File: src/rtl/irqc_pkg.sv
package irqc_pkg;
    parameter int NUM_LINES = 32;
    parameter int RSVD_LINES = 3;
    parameter int ADDR_W = 2;
    localparam int ID_W = $clog2(NUM_LINES);
    localparam logic [NUM_LINES-1:0] RSVD_MASK =
        {{(NUM_LINES-RSVD_LINES){1'b0}}, {RSVD_LINES{1'b1}}};

    typedef enum logic [ADDR_W-1:0] {
        SEL_MASK = 2'd0,
        SEL_PRIO = 2'd1,
        SEL_STAT = 2'd2,
        SEL_NONE = 2'd3
    } reg_sel_e;

    typedef struct packed {
        logic [NUM_LINES-1:0] mask;
        logic [NUM_LINES-1:0] prio;
        logic                 en_lo;
        logic                 en_hi;
        logic                 act_lo;
        logic                 act_hi;
        logic                 take;
        logic [ID_W-1:0]      id;
        logic                 hi;
    } ctl_t;
endpackage

File: src/rtl/irqc_qualify.sv
module irqc_qualify #(
    parameter int N = 32,
    parameter int RSVD = 3
) (
    input  logic [N-1:0] lines,
    input  logic [N-1:0] mask,
    input  logic [N-1:0] prio,
    output logic [N-1:0] cand_lo,
    output logic [N-1:0] cand_hi
);
    for (genvar g = 0; g < N; g++) begin : g_line
        if (g < RSVD) begin : g_rsvd
            assign cand_lo[g] = 1'b0;
            assign cand_hi[g] = 1'b0;
        end else begin : g_live
            assign cand_lo[g] = lines[g] & mask[g] & ~prio[g];
            assign cand_hi[g] = lines[g] & mask[g] & prio[g];
        end
    end
endmodule

File: src/rtl/irqc_pick.sv
module irqc_pick #(
    parameter int N = 32,
    parameter int IW = 5
) (
    input  logic [N-1:0]  req,
    output logic          found,
    output logic [IW-1:0] idx
);
    always_comb begin
        found = 1'b0;
        idx   = '0;
        for (int i = N - 1; i >= 0; i--) begin
            if (req[i]) begin
                found = 1'b1;
                idx   = IW'(i);
            end
        end
    end
endmodule

File: src/rtl/irqc_top.sv
module irqc_top
    import irqc_pkg::*;
(
    input  logic                 clk,
    input  logic                 rst_n,
    input  logic [NUM_LINES-1:0] irq_in,
    input  logic                 reg_wr,
    input  logic [ADDR_W-1:0]    reg_addr,
    input  logic [NUM_LINES-1:0] reg_wdata,
    output logic [NUM_LINES-1:0] reg_rdata,
    input  logic                 rti_strobe,
    output logic                 irq_take,
    output logic [ID_W-1:0]      irq_id,
    output logic                 irq_hi
);
    ctl_t s_d, s_q;

    logic [NUM_LINES-1:0] cand_lo, cand_hi;
    logic                 found_lo, found_hi;
    logic [ID_W-1:0]      idx_lo, idx_hi;
    logic                 grant_lo, grant_hi;

    logic [NUM_LINES-1:0] mask_q, prio_q;
    logic                 en_lo_q, en_hi_q, act_lo_q, act_hi_q;

    assign mask_q   = s_q.mask;
    assign prio_q   = s_q.prio;
    assign en_lo_q  = s_q.en_lo;
    assign en_hi_q  = s_q.en_hi;
    assign act_lo_q = s_q.act_lo;
    assign act_hi_q = s_q.act_hi;

    irqc_qualify #(.N(NUM_LINES), .RSVD(RSVD_LINES)) u_qualify (
        .lines   (irq_in),
        .mask    (mask_q),
        .prio    (prio_q),
        .cand_lo (cand_lo),
        .cand_hi (cand_hi)
    );

    irqc_pick #(.N(NUM_LINES), .IW(ID_W)) u_pick_lo (
        .req   (cand_lo),
        .found (found_lo),
        .idx   (idx_lo)
    );

    irqc_pick #(.N(NUM_LINES), .IW(ID_W)) u_pick_hi (
        .req   (cand_hi),
        .found (found_hi),
        .idx   (idx_hi)
    );

    assign grant_hi = found_hi & en_hi_q & ~act_hi_q;
    assign grant_lo = found_lo & en_lo_q & ~act_lo_q & ~act_hi_q;

    always_comb begin
        s_d      = s_q;
        s_d.take = 1'b0;

        if (reg_wr) begin
            unique case (reg_sel_e'(reg_addr))
                SEL_MASK: s_d.mask = reg_wdata & ~RSVD_MASK;
                SEL_PRIO: s_d.prio = reg_wdata & ~RSVD_MASK;
                SEL_STAT: begin
                    s_d.en_lo = reg_wdata[0];
                    s_d.en_hi = reg_wdata[1];
                end
                default: ;
            endcase
        end

        if (rti_strobe) begin
            if (s_q.act_hi) s_d.act_hi = 1'b0;
            else            s_d.act_lo = 1'b0;
        end

        if (grant_hi) begin
            s_d.act_hi = 1'b1;
            s_d.take   = 1'b1;
            s_d.id     = idx_hi;
            s_d.hi     = 1'b1;
        end else if (grant_lo) begin
            s_d.act_lo = 1'b1;
            s_d.take   = 1'b1;
            s_d.id     = idx_lo;
            s_d.hi     = 1'b0;
        end
    end

    always_ff @(posedge clk) begin
        if (!rst_n) s_q <= '0;
        else        s_q <= s_d;
    end

    always_comb begin
        unique case (reg_sel_e'(reg_addr))
            SEL_MASK: reg_rdata = mask_q;
            SEL_PRIO: reg_rdata = prio_q;
            SEL_STAT: reg_rdata = {{(NUM_LINES-4){1'b0}}, act_hi_q, act_lo_q, en_hi_q, en_lo_q};
            default:  reg_rdata = '0;
        endcase
    end

    assign irq_take = s_q.take;
    assign irq_id   = s_q.id;
    assign irq_hi   = s_q.hi;
endmodule

File: config.mk
export PLATFORM = sky130hd
export DESIGN_NAME = irqc_top
export DESIGN_NICKNAME = d
export VERILOG_FILES = /design/src/rtl/irqc_pkg.sv /design/src/rtl/irqc_qualify.sv /design/src/rtl/irqc_pick.sv /design/src/rtl/irqc_top.sv
export SDC_FILE = /design/constraint.sdc
export NUM_CORES = 1
export LEC_CHECK = 0
export BUFFER_PORTS_ARGS = -buffer_cell sky130_fd_sc_hd__buf_2
export CAP_MARGIN = 20
export CORE_MARGIN = 2
export CORE_UTILIZATION = 49
export CTS_CLUSTER_SIZE = 16
export DETAILED_ROUTE_END_ITERATION = 8
export PLACE_DENSITY = 0.76
export SLEW_MARGIN = 0
export SYNTH_ARGS = -nofsm -noshare
export SYNTH_HDL_FRONTEND = slang
export SYNTH_HIERARCHICAL = 1
export SYNTH_SLANG_ARGS = --single-unit
File: constraint.sdc
create_clock -name clk -period 2.3 [get_ports clk]
set_input_delay 0.46 -clock clk [delete_from_list [all_inputs] [get_ports clk]]
set_output_delay 0.46 -clock clk [all_outputs]
set_load 0.05 [all_outputs]
==> flow_summary.json, run 1 <==
{
  "run_status": "complete, no violations",
  "setup-tns-final_ns": 0,
  "finalMaxSlewViolations": 0,
  "place.detailed.instances": 807,
  "commonest_cells_after_routing_fill_and_taps_aside": "132 x sky130_fd_sc_hd__nand2_1, 104 x sky130_fd_sc_hd__buf_2, 75 x sky130_fd_sc_hd__a21oi_1",
  "vias_per_cell": 5.65,
  "final_layout_size_suffix_gt1_share_pct": 29.5,
  "final_hold_viol_count": 0,
  "clk_pin_slew_worst_paths_ns": 0.08,
  "design.core.area_mm2": 0.00859,
  "vias_in_the_first_global_route": 4337,
  "cts_made_buffers": 9,
  "detail_route.wl_per_cell_um": 15.3,
  "first_pass_grt_wire_length_um": 20400,
  "dieArea_mm2": 0.00948,
  "num_antenna_cells": 0,
  "die_x_um": 97.4,
  "relSlewSlack_pct": 64.5,
  "worst_ir_drop_vdd_v": 0.000338,
  "min_period_over_period_pct": 92.9,
  "setup-violations-final": 0,
  "routed-via-count": 4647,
  "final_antenna_net_count": 0,
  "tritoncts": "done",
  "timing.critical_path.slowest_stage_cell": "sky130_fd_sc_hd__or4_1",
  "grt_start_max_net_pins": 70,
  "worst_skew_pair.late_latency_ns": 0.35,
  "gp_congestion": 0.940,
  "postSynthAreaPerCell_um2": 7.34,
  "placed_wire_length_estimate_after_detailed_placement_um": 9240,
  "worst-endpoint-required_ns": 2.52,
  "timing.critical_path.slowest_cell_delay_ns": 0.54,
  "cts.path.max_buffers": 2,
  "boundaryPins": 109,
  "drc_errors": 0,
  "num_rows": 34,
  "detail_route.iter0.violations": 245,
  "worst-path-max-fanout": 4,
  "regToRegSetupSlack_ns": 0.16,
  "critical_path.cell_chain": "and3b_1, buf_4, or4_1, a21oi_1, o21ai_1, a21oi_1, nor4b_2, nand3_1, a41oi_1",
  "final_wl_um": 12600,
  "maxCapViolCount": 0,
  "maximum_level_of_the_cts_h_tree": 3,
  "multi_input_area_mm2": 0.00270,
  "post_cts_hold_buffer_count": 0,
  "mostFrequentLayoutCell": "sky130_fd_sc_hd__nand2_1",
  "mappedNetlistArea_mm2": 0.00427,
  "syn_to_final_growth_pct": 26.2,
  "final-seq-area_mm2": 0.00138,
  "fill_cells": 789,
  "clock_skew_ns": 0.00844,
  "yosysWarnings": 6,
  "hold_class": "input pin to flop",
  "worst_slew_pin_slew_ns": 0.532,
  "grt_antenna_before_repair": 0,
  "critPathArrivalTime_ns": 2.36,
  "postCtsSetupRepairBufs": 0,
  "powerDensity_mw_per_mm2": 513,
  "root_buffer": "sky130_fd_sc_hd__clkbuf_8",
  "critical-path-top-delay-family": "simple AND/OR/NAND/NOR gates",
  "global_route.overflow_total": 0,
  "static-leakage-power_nw": 2.43,
  "crit_path_frequent_cell": "sky130_fd_sc_hd__a21oi_1",
  "timing_worst_setup_path_type": "flop to flop",
  "cts.sink_count": 69,
  "setup.worst_path.start_class": "flop",
  "fmaxAchievable_mhz": 468,
  "die_height_um": 97.4,
  "timing.critical_path.buf_inv": 1,
  "portBuffers": 104,
  "dr.pass1.iters": 5,
  "timing.critical_path.to_type": "flop",
  "stdcell_count": 823,
  "grt.total_usage_pct": 26.5,
  "synthesis.instances": 582,
  "setup_repair_after_global_routing_missed_its_margin": "no",
  "floorplan.initialDensity_pct": 49.7,
  "layout_net_count": 780,
  "post-route-min-period_ns": 2.14
}
[final timing paths]
check | startpoint | to | cells past startpoint
max | prio_q[28] | irq_id[2] | 9
min | reg_wdata[17] | mask_q[17] | 3
max reg2reg | prio_q[28] | irq_id[2] | 9
min reg2reg | prio_q[15] | prio_q[15] | 2
[through the flow]
stage | power, mW | instance area, um^2 | setup WS (ns) | hold WS, ns | utilization (%)
after detailed placement | 1.72 | 5130 | -0.286 | 0.469 | 59.7
after global routing | 2.88 | 5390 | 0.0108 | 0.348 | 62.7
final | 2.77 | 5390 | 0.163 | 0.353 | 62.7
after global placement | 1.71 | 5130 | -0.199 | 0.461 | 59.7
after CTS | 2.77 | 5340 | 0.0328 | 0.339 | 62.1
after floorplan | 1.55 | 4290 | 0.0417 | 0.453 | -
[timing repair]
item,in CTS,in global routing
endpoints found under the setup margin,7,8
pin swaps,0,2
gates resized for setup,1,9
endpoints found under the hold margin,0,0
[sequential cells by signal (all words and copies together), names as in the netlist]
signal,count
act_hi_q,1
act_lo_q,1
en_hi_q,1
en_lo_q,1
irq_hi,1
irq_id,5
irq_take,1
mask_q,29
prio_q,29
[worst min-delay path: cells and delay by family]
kind                   cells  cell delay, ns
AO/OA/AOI/OAI              1            0.05
buffers and inverters      1            0.10
AND/OR/NAND/NOR            1            0.05
[area by class of cell]
type | instances | share of cell area [%]
Multi-Input combinational cell | 466 | 50.2
Sequential cell | 69 | 25.6
Timing Repair Buffer | 149 | 16.8
Tap cell | 108 | 2.51
Clock buffer | 11 | 2.44
Clock inverter | 5 | 1.39
Inverter | 15 | 1.04
[routing by layer]
metal  wire, um  vias up  GRT usage (%)
li1           -     2303              -
met1       5550     2155           34.1
met2       5920      164           43.4
met3        776       25           4.03
met4        318        0           12.5
met5          0        -              0
[report_power, final]
part           switching [mW]  leakage [nW]  total [mW]  internal, mW
Clock                   0.454         0.107        1.06         0.606
Combinational           0.264          1.76       0.441         0.177
Sequential             0.0334         0.560        1.27          1.23
Total                   0.751          2.43        2.77          2.02
(Power assumes the default switching activity.)
==> inputs of run 2 (changes only) <==
ABC_AREA = 1   (was unset)
CELL_PAD_IN_SITES_DETAIL_PLACEMENT = 0   (was unset)
CELL_PAD_IN_SITES_GLOBAL_PLACEMENT = 1   (was unset)
CORE_UTILIZATION = 32   (was 49)
PLACE_DENSITY = 0.74   (was 0.76)
==> flow_summary.json, run 2 <==
{
  "placed_wire_length_estimate_after_detailed_placement_um": 8960,
  "maxCapViolCount": 0,
  "post-route-min-period_ns": 2.38,
  "postSynthAreaPerCell_um2": 5.76,
  "floorplan.initialDensity_pct": 33.1,
  "final_instance_area_mm2": 0.00547,
  "dr.pass1.iters": 4,
  "finalMaxSlewViolations": 0,
  "detail_route.iter0.violations": 200,
  "worst_ir_drop_vdd_v": 0.000270,
  "hold_class": "input pin to flop",
  "postPlaceCellArea_mm2": 0.00510,
  "final_antenna_net_count": 0,
  "setup-violations-final": 2,
  "timing.critical_path.to_type": "flop",
  "layout_net_count": 930,
  "clock_skew_ns": 0.00578,
  "die_height_um": 119,
  "fmaxAchievable_mhz": 420,
  "worst-endpoint-required_ns": 2.58,
  "setup_repair_after_global_routing_missed_its_margin": "yes",
  "setup-tns-final_ns": -0.126,
  "final_hold_viol_count": 0,
  "dieArea_mm2": 0.0141,
  "die_x_um": 119,
  "fin_ws_ns": -0.0836,
  "syn_to_final_growth_pct": 30.1,
  "violations": "negative setup slack",
  "tritoncts": "done",
  "design.core.area_mm2": 0.0127,
  "grt.total_usage_pct": 17.5,
  "setup.worst_path.start_class": "flop",
  "first_pass_grt_wire_length_um": 19900,
  "cts.sink_count": 69,
  "mappedNetlistArea_mm2": 0.00421,
  "min_period_over_period_pct": 104,
  "design_power_total_mw": 3.19,
  "crit_path_frequent_cell": "sky130_fd_sc_hd__nand2_1",
  "vias_per_cell": 4.42,
  "worst_slew_pin_slew_ns": 0.588,
  "cts_made_buffers": 9,
  "final_layout_size_suffix_gt1_share_pct": 22.3,
  "yosysWarnings": 6,
  "commonest_cells_after_routing_fill_and_taps_aside": "155 x sky130_fd_sc_hd__nand2_1, 142 x sky130_fd_sc_hd__nor2_1, 134 x sky130_fd_sc_hd__inv_1",
  "routed-via-count": 4577,
  "timing.critical_path.slowest_stage_cell": "sky130_fd_sc_hd__dfxtp_2",
  "synthesis.instances": 730,
  "critPathArrivalTime_ns": 2.67,
  "final_wl_um": 11900,
  "drc_errors": 0,
  "portBuffers": 104,
  "num_rows": 41,
  "run_status": "complete, but fails checks",
  "num_antenna_cells": 0,
  "powerDensity_mw_per_mm2": 583,
  "clk_pin_slew_worst_paths_ns": 0.05,
  "worst_skew_pair.late_latency_ns": 0.34,
  "timing_worst_setup_path_type": "flop to flop",
  "grt_antenna_before_repair": 0,
  "worst-path-max-fanout": 2,
  "vias_in_the_first_global_route": 4320,
  "timing.critical_path.slowest_cell_delay_ns": 0.32,
  "static-leakage-power_nw": 2.58,
  "relSlewSlack_pct": 60.7,
  "cts.path.max_buffers": 2,
  "dp_worst_setup_slack_ns": -0.379,
  "grt_start_max_net_pins": 59,
  "gp_congestion": 0.862,
  "root_buffer": "sky130_fd_sc_hd__clkbuf_16",
  "mostFrequentLayoutCell": "sky130_fd_sc_hd__nand2_1",
  "detail_route.wl_per_cell_um": 11.5,
  "maximum_level_of_the_cts_h_tree": 3,
  "global_route.overflow_total": 0,
  "boundaryPins": 109
}
-- run 2: cell type report --
type,count,area [um^2]
Clock buffer,14,274
Clock inverter,1,5.00
Tap cell,172,215
Timing Repair Buffer,145,853
Sequential cell,69,1390
Fill cell,1469,7250
Multi-Input combinational cell,493,2200
Inverter,142,533
-- run 2: metrics by stage --
stage | hold slack, ns | cells | utilization [%]
2_1_floorplan | 0.445 | 735 | -
3_3_place_gp | 0.450 | 1018 | 40.1
3_5_place_dp | 0.462 | 1018 | 40.1
4_1_cts | 0.359 | 1034 | 42.6
5_1_grt | 0.371 | 1036 | 43.0
6_report | 0.367 | 1036 | 43.0
-- run 2: worst max-delay path, delay by kind of cell, from the launching register on --
kind | cells | cell delay (ns)
compound gates | 1 | 0.10
buf+inv | 2 | 0.10
flops | 1 | 0.32
simple gates | 34 | 1.76
-- run 2: layer usage --
| metal | GRT usage [%] | vias up | routed length, um |
|---|---|---|---|
| met2 | 28.4 | 100 | 5330 |
| met4 | 7.66 | 0 | 221 |
| met3 | 3.38 | 14 | 613 |
| met1 | 22.5 | 1974 | 5770 |
| met5 | 0 | - | 0 |
| li1 | - | 2489 | - |
-- run 2: path summary, 6_finish.rpt --
check               end  slack (ns)     startpoint  cells past startpoint
max           irq_id[0]       -0.08     mask_q[30]                     37
min          mask_q[25]        0.37  reg_wdata[25]                      3
min reg2reg      irq_hi        0.46         irq_hi                      2
max reg2reg   irq_id[0]       -0.08     mask_q[30]                     37
-- run 2: timing repair --
| item | 4_1_cts | 5_1_grt |
|---|---|---|
| resized for setup | 16 | 7 |
| setup buffers | 1 | 2 |
| endpoints found under the setup margin | 2 | 7 |
| pin swaps | 4 | 3 |
| hold buffers | 0 | 0 |
-- run 2: where the power goes --
part / leakage, nW / switching, mW / internal, mW
Combinational: 1.87 / 0.376 / 0.211
Clock: 0.139 / 0.493 / 0.810
Sequential: 0.567 / 0.0415 / 1.26
Total: 2.58 / 0.911 / 2.28
==> inputs of run 3 (changes only) <==
CELL_PAD_IN_SITES_DETAIL_PLACEMENT = 1   (was 0)
==> flow_summary.json, run 3 (synthesis gave the netlist of run 2 again) <==
{
  "grt.total_usage_pct": 20.0,
  "relSlewSlack_pct": 57.3,
  "timing.critical_path.to_type": "flop",
  "first_pass_grt_wire_length_um": 22800,
  "finalMaxSlewViolations": 0,
  "placed_wire_length_estimate_after_detailed_placement_um": 10300,
  "powerDensity_mw_per_mm2": 581,
  "design_power_total_mw": 3.22,
  "violations": "negative setup slack",
  "fin_ws_ns": -0.172,
  "routed-via-count": 4749,
  "num_rows": 41,
  "detail_route.iter0.violations": 184,
  "root_buffer": "sky130_fd_sc_hd__clkbuf_16",
  "num_antenna_cells": 0,
  "clk_pin_slew_worst_paths_ns": 0.06,
  "global_route.usage.met1_pct": 24.6,
  "setup_repair_after_global_routing_missed_its_margin": "yes",
  "timing.critical_path.buf_inv": 2,
  "vias_per_cell": 4.58,
  "portBuffers": 104,
  "global_route.overflow_total": 0,
  "floorplan.initialDensity_pct": 33.1,
  "fill_cells": 1787,
  "design.core.area_mm2": 0.0127,
  "maximum_level_of_the_cts_h_tree": 3,
  "syn_to_final_growth_pct": 31.9,
  "static-leakage-power_nw": 2.61,
  "cts_made_buffers": 9,
  "crit_path_frequent_cell": "sky130_fd_sc_hd__nand2_1",
  "gr-usage-met3_pct": 2.80,
  "dp_worst_setup_slack_ns": -0.411,
  "drc_errors": 0,
  "cts.sink_count": 69,
  "multi_input_area_mm2": 0.00226,
  "hold_class": "input pin to flop",
  "final_wl_um": 13500,
  "worst_ir_drop_vdd_v": 0.000295,
  "fmaxAchievable_mhz": 405,
  "dieArea_mm2": 0.0141,
  "dr.pass1.iters": 4,
  "grt_start_max_net_pins": 59,
  "worst-endpoint-required_ns": 2.58,
  "mostFrequentLayoutCell": "sky130_fd_sc_hd__nand2_1",
  "layout_net_count": 932,
  "grt_antenna_before_repair": 0,
  "setup-violations-final": 1,
  "tritoncts": "done",
  "critPathArrivalTime_ns": 2.75,
  "grt_most_used_layer": "met2",
  "boundaryPins": 109,
  "timing.critical_path.slowest_stage_cell": "sky130_fd_sc_hd__dfxtp_2",
  "grt_use_met2_pct": 35.1,
  "gp_congestion": 0.862,
  "final_layout_size_suffix_gt1_share_pct": 24.4,
  "die_height_um": 119,
  "post-route-min-period_ns": 2.47,
  "cts.path.max_buffers": 2,
  "final_hold_viol_count": 0,
  "run_status": "complete, but fails checks",
  "postPlaceCellArea_mm2": 0.00510,
  "worst_skew_pair.late_latency_ns": 0.34,
  "setup.worst_path.start_class": "flop",
  "die_x_um": 119,
  "postLayoutCoreUtil_pct": 43.6,
  "critical-path-top-delay-family": "simple AND/OR/NAND/NOR gates",
  "worst_slew_pin_slew_ns": 0.640,
  "clock_skew_ns": 0.00772,
  "timing.critical_path.slowest_cell_delay_ns": 0.36,
  "vias_in_the_first_global_route": 4901,
  "final_antenna_net_count": 0,
  "final-seq-area_mm2": 0.00139,
  "commonest_cells_after_routing_fill_and_taps_aside": "153 x sky130_fd_sc_hd__nand2_1, 139 x sky130_fd_sc_hd__nor2_1, 130 x sky130_fd_sc_hd__inv_1",
  "timing_worst_setup_path_type": "flop to flop",
  "min_period_over_period_pct": 107,
  "stdcell_count": 1038,
  "place.detailed.instances": 1018,
  "post_cts_hold_buffer_count": 0,
  "maxCapViolCount": 0,
  "detail_route.wl_per_cell_um": 13.0,
  "final_instance_area_mm2": 0.00555,
  "worst-path-max-fanout": 3
}
==> run 3: metrics by stage <==
stage	setup TNS (ns)	hold slack, ns
after floorplan	-0.616	0.445
after global placement	-0.999	0.450
after detailed placement	-1.20	0.461
after CTS	-0.160	0.360
after global routing	-1.02	0.379
final	-0.172	0.368
==> run 3: final cells by class <==
| cell class | count | share of cell area (%) |
|---|---|---|
| clock inverter | 1 | 0.0902 |
| timing repair buffer | 147 | 15.6 |
| multi-input combinational | 493 | 40.8 |
| sequential | 69 | 25.1 |
| inverter | 142 | 9.61 |
| tap | 172 | 3.88 |
| clock buffer | 14 | 4.94 |
==> run 3: report_power, final <==
part	internal, mW	switching [mW]
Clock	0.810	0.495
Sequential	1.26	0.0450
Combinational	0.217	0.396
Total	2.29	0.936
==> run 3: path summary, 6_finish.rpt <==
kind / start / endpoint / slack, ns / cells after the start
min: reg_wdata[25] / mask_q[25] / 0.37 / 3
max reg2reg: prio_q[31] / irq_id[0] / -0.17 / 36
max: prio_q[31] / irq_id[0] / -0.17 / 36
min reg2reg: irq_hi / irq_hi / 0.47 / 2
==> run 3: metal layers <==
| metal | vias up | wire (um) | share of wire [%] |
|---|---|---|---|
| li1 | 2490 | - | - |
| met1 | 2156 | 6350 | 47 |
| met2 | 91 | 6540 | 48 |
| met3 | 12 | 416 | 3.1 |
| met4 | 0 | 220 | 1.6 |
| met5 | - | 0 | 0 |
==> run 3: repair_timing <==
| action | CTS | global route |
|---|---|---|
| buffers inserted | 3 | 2 |
| setup endpoints to repair | 2 | 8 |
| cloned | 0 | 0 |
| pin swaps | 5 | 13 |
| gates resized for setup | 18 | 26 |
==> run 3: tightest hold or removal path: stages <==
cell and delay, ns:
sky130_fd_sc_hd__buf_2 0.08, sky130_fd_sc_hd__o21ai_1 0.06, sky130_fd_sc_hd__nor2_1 0.07
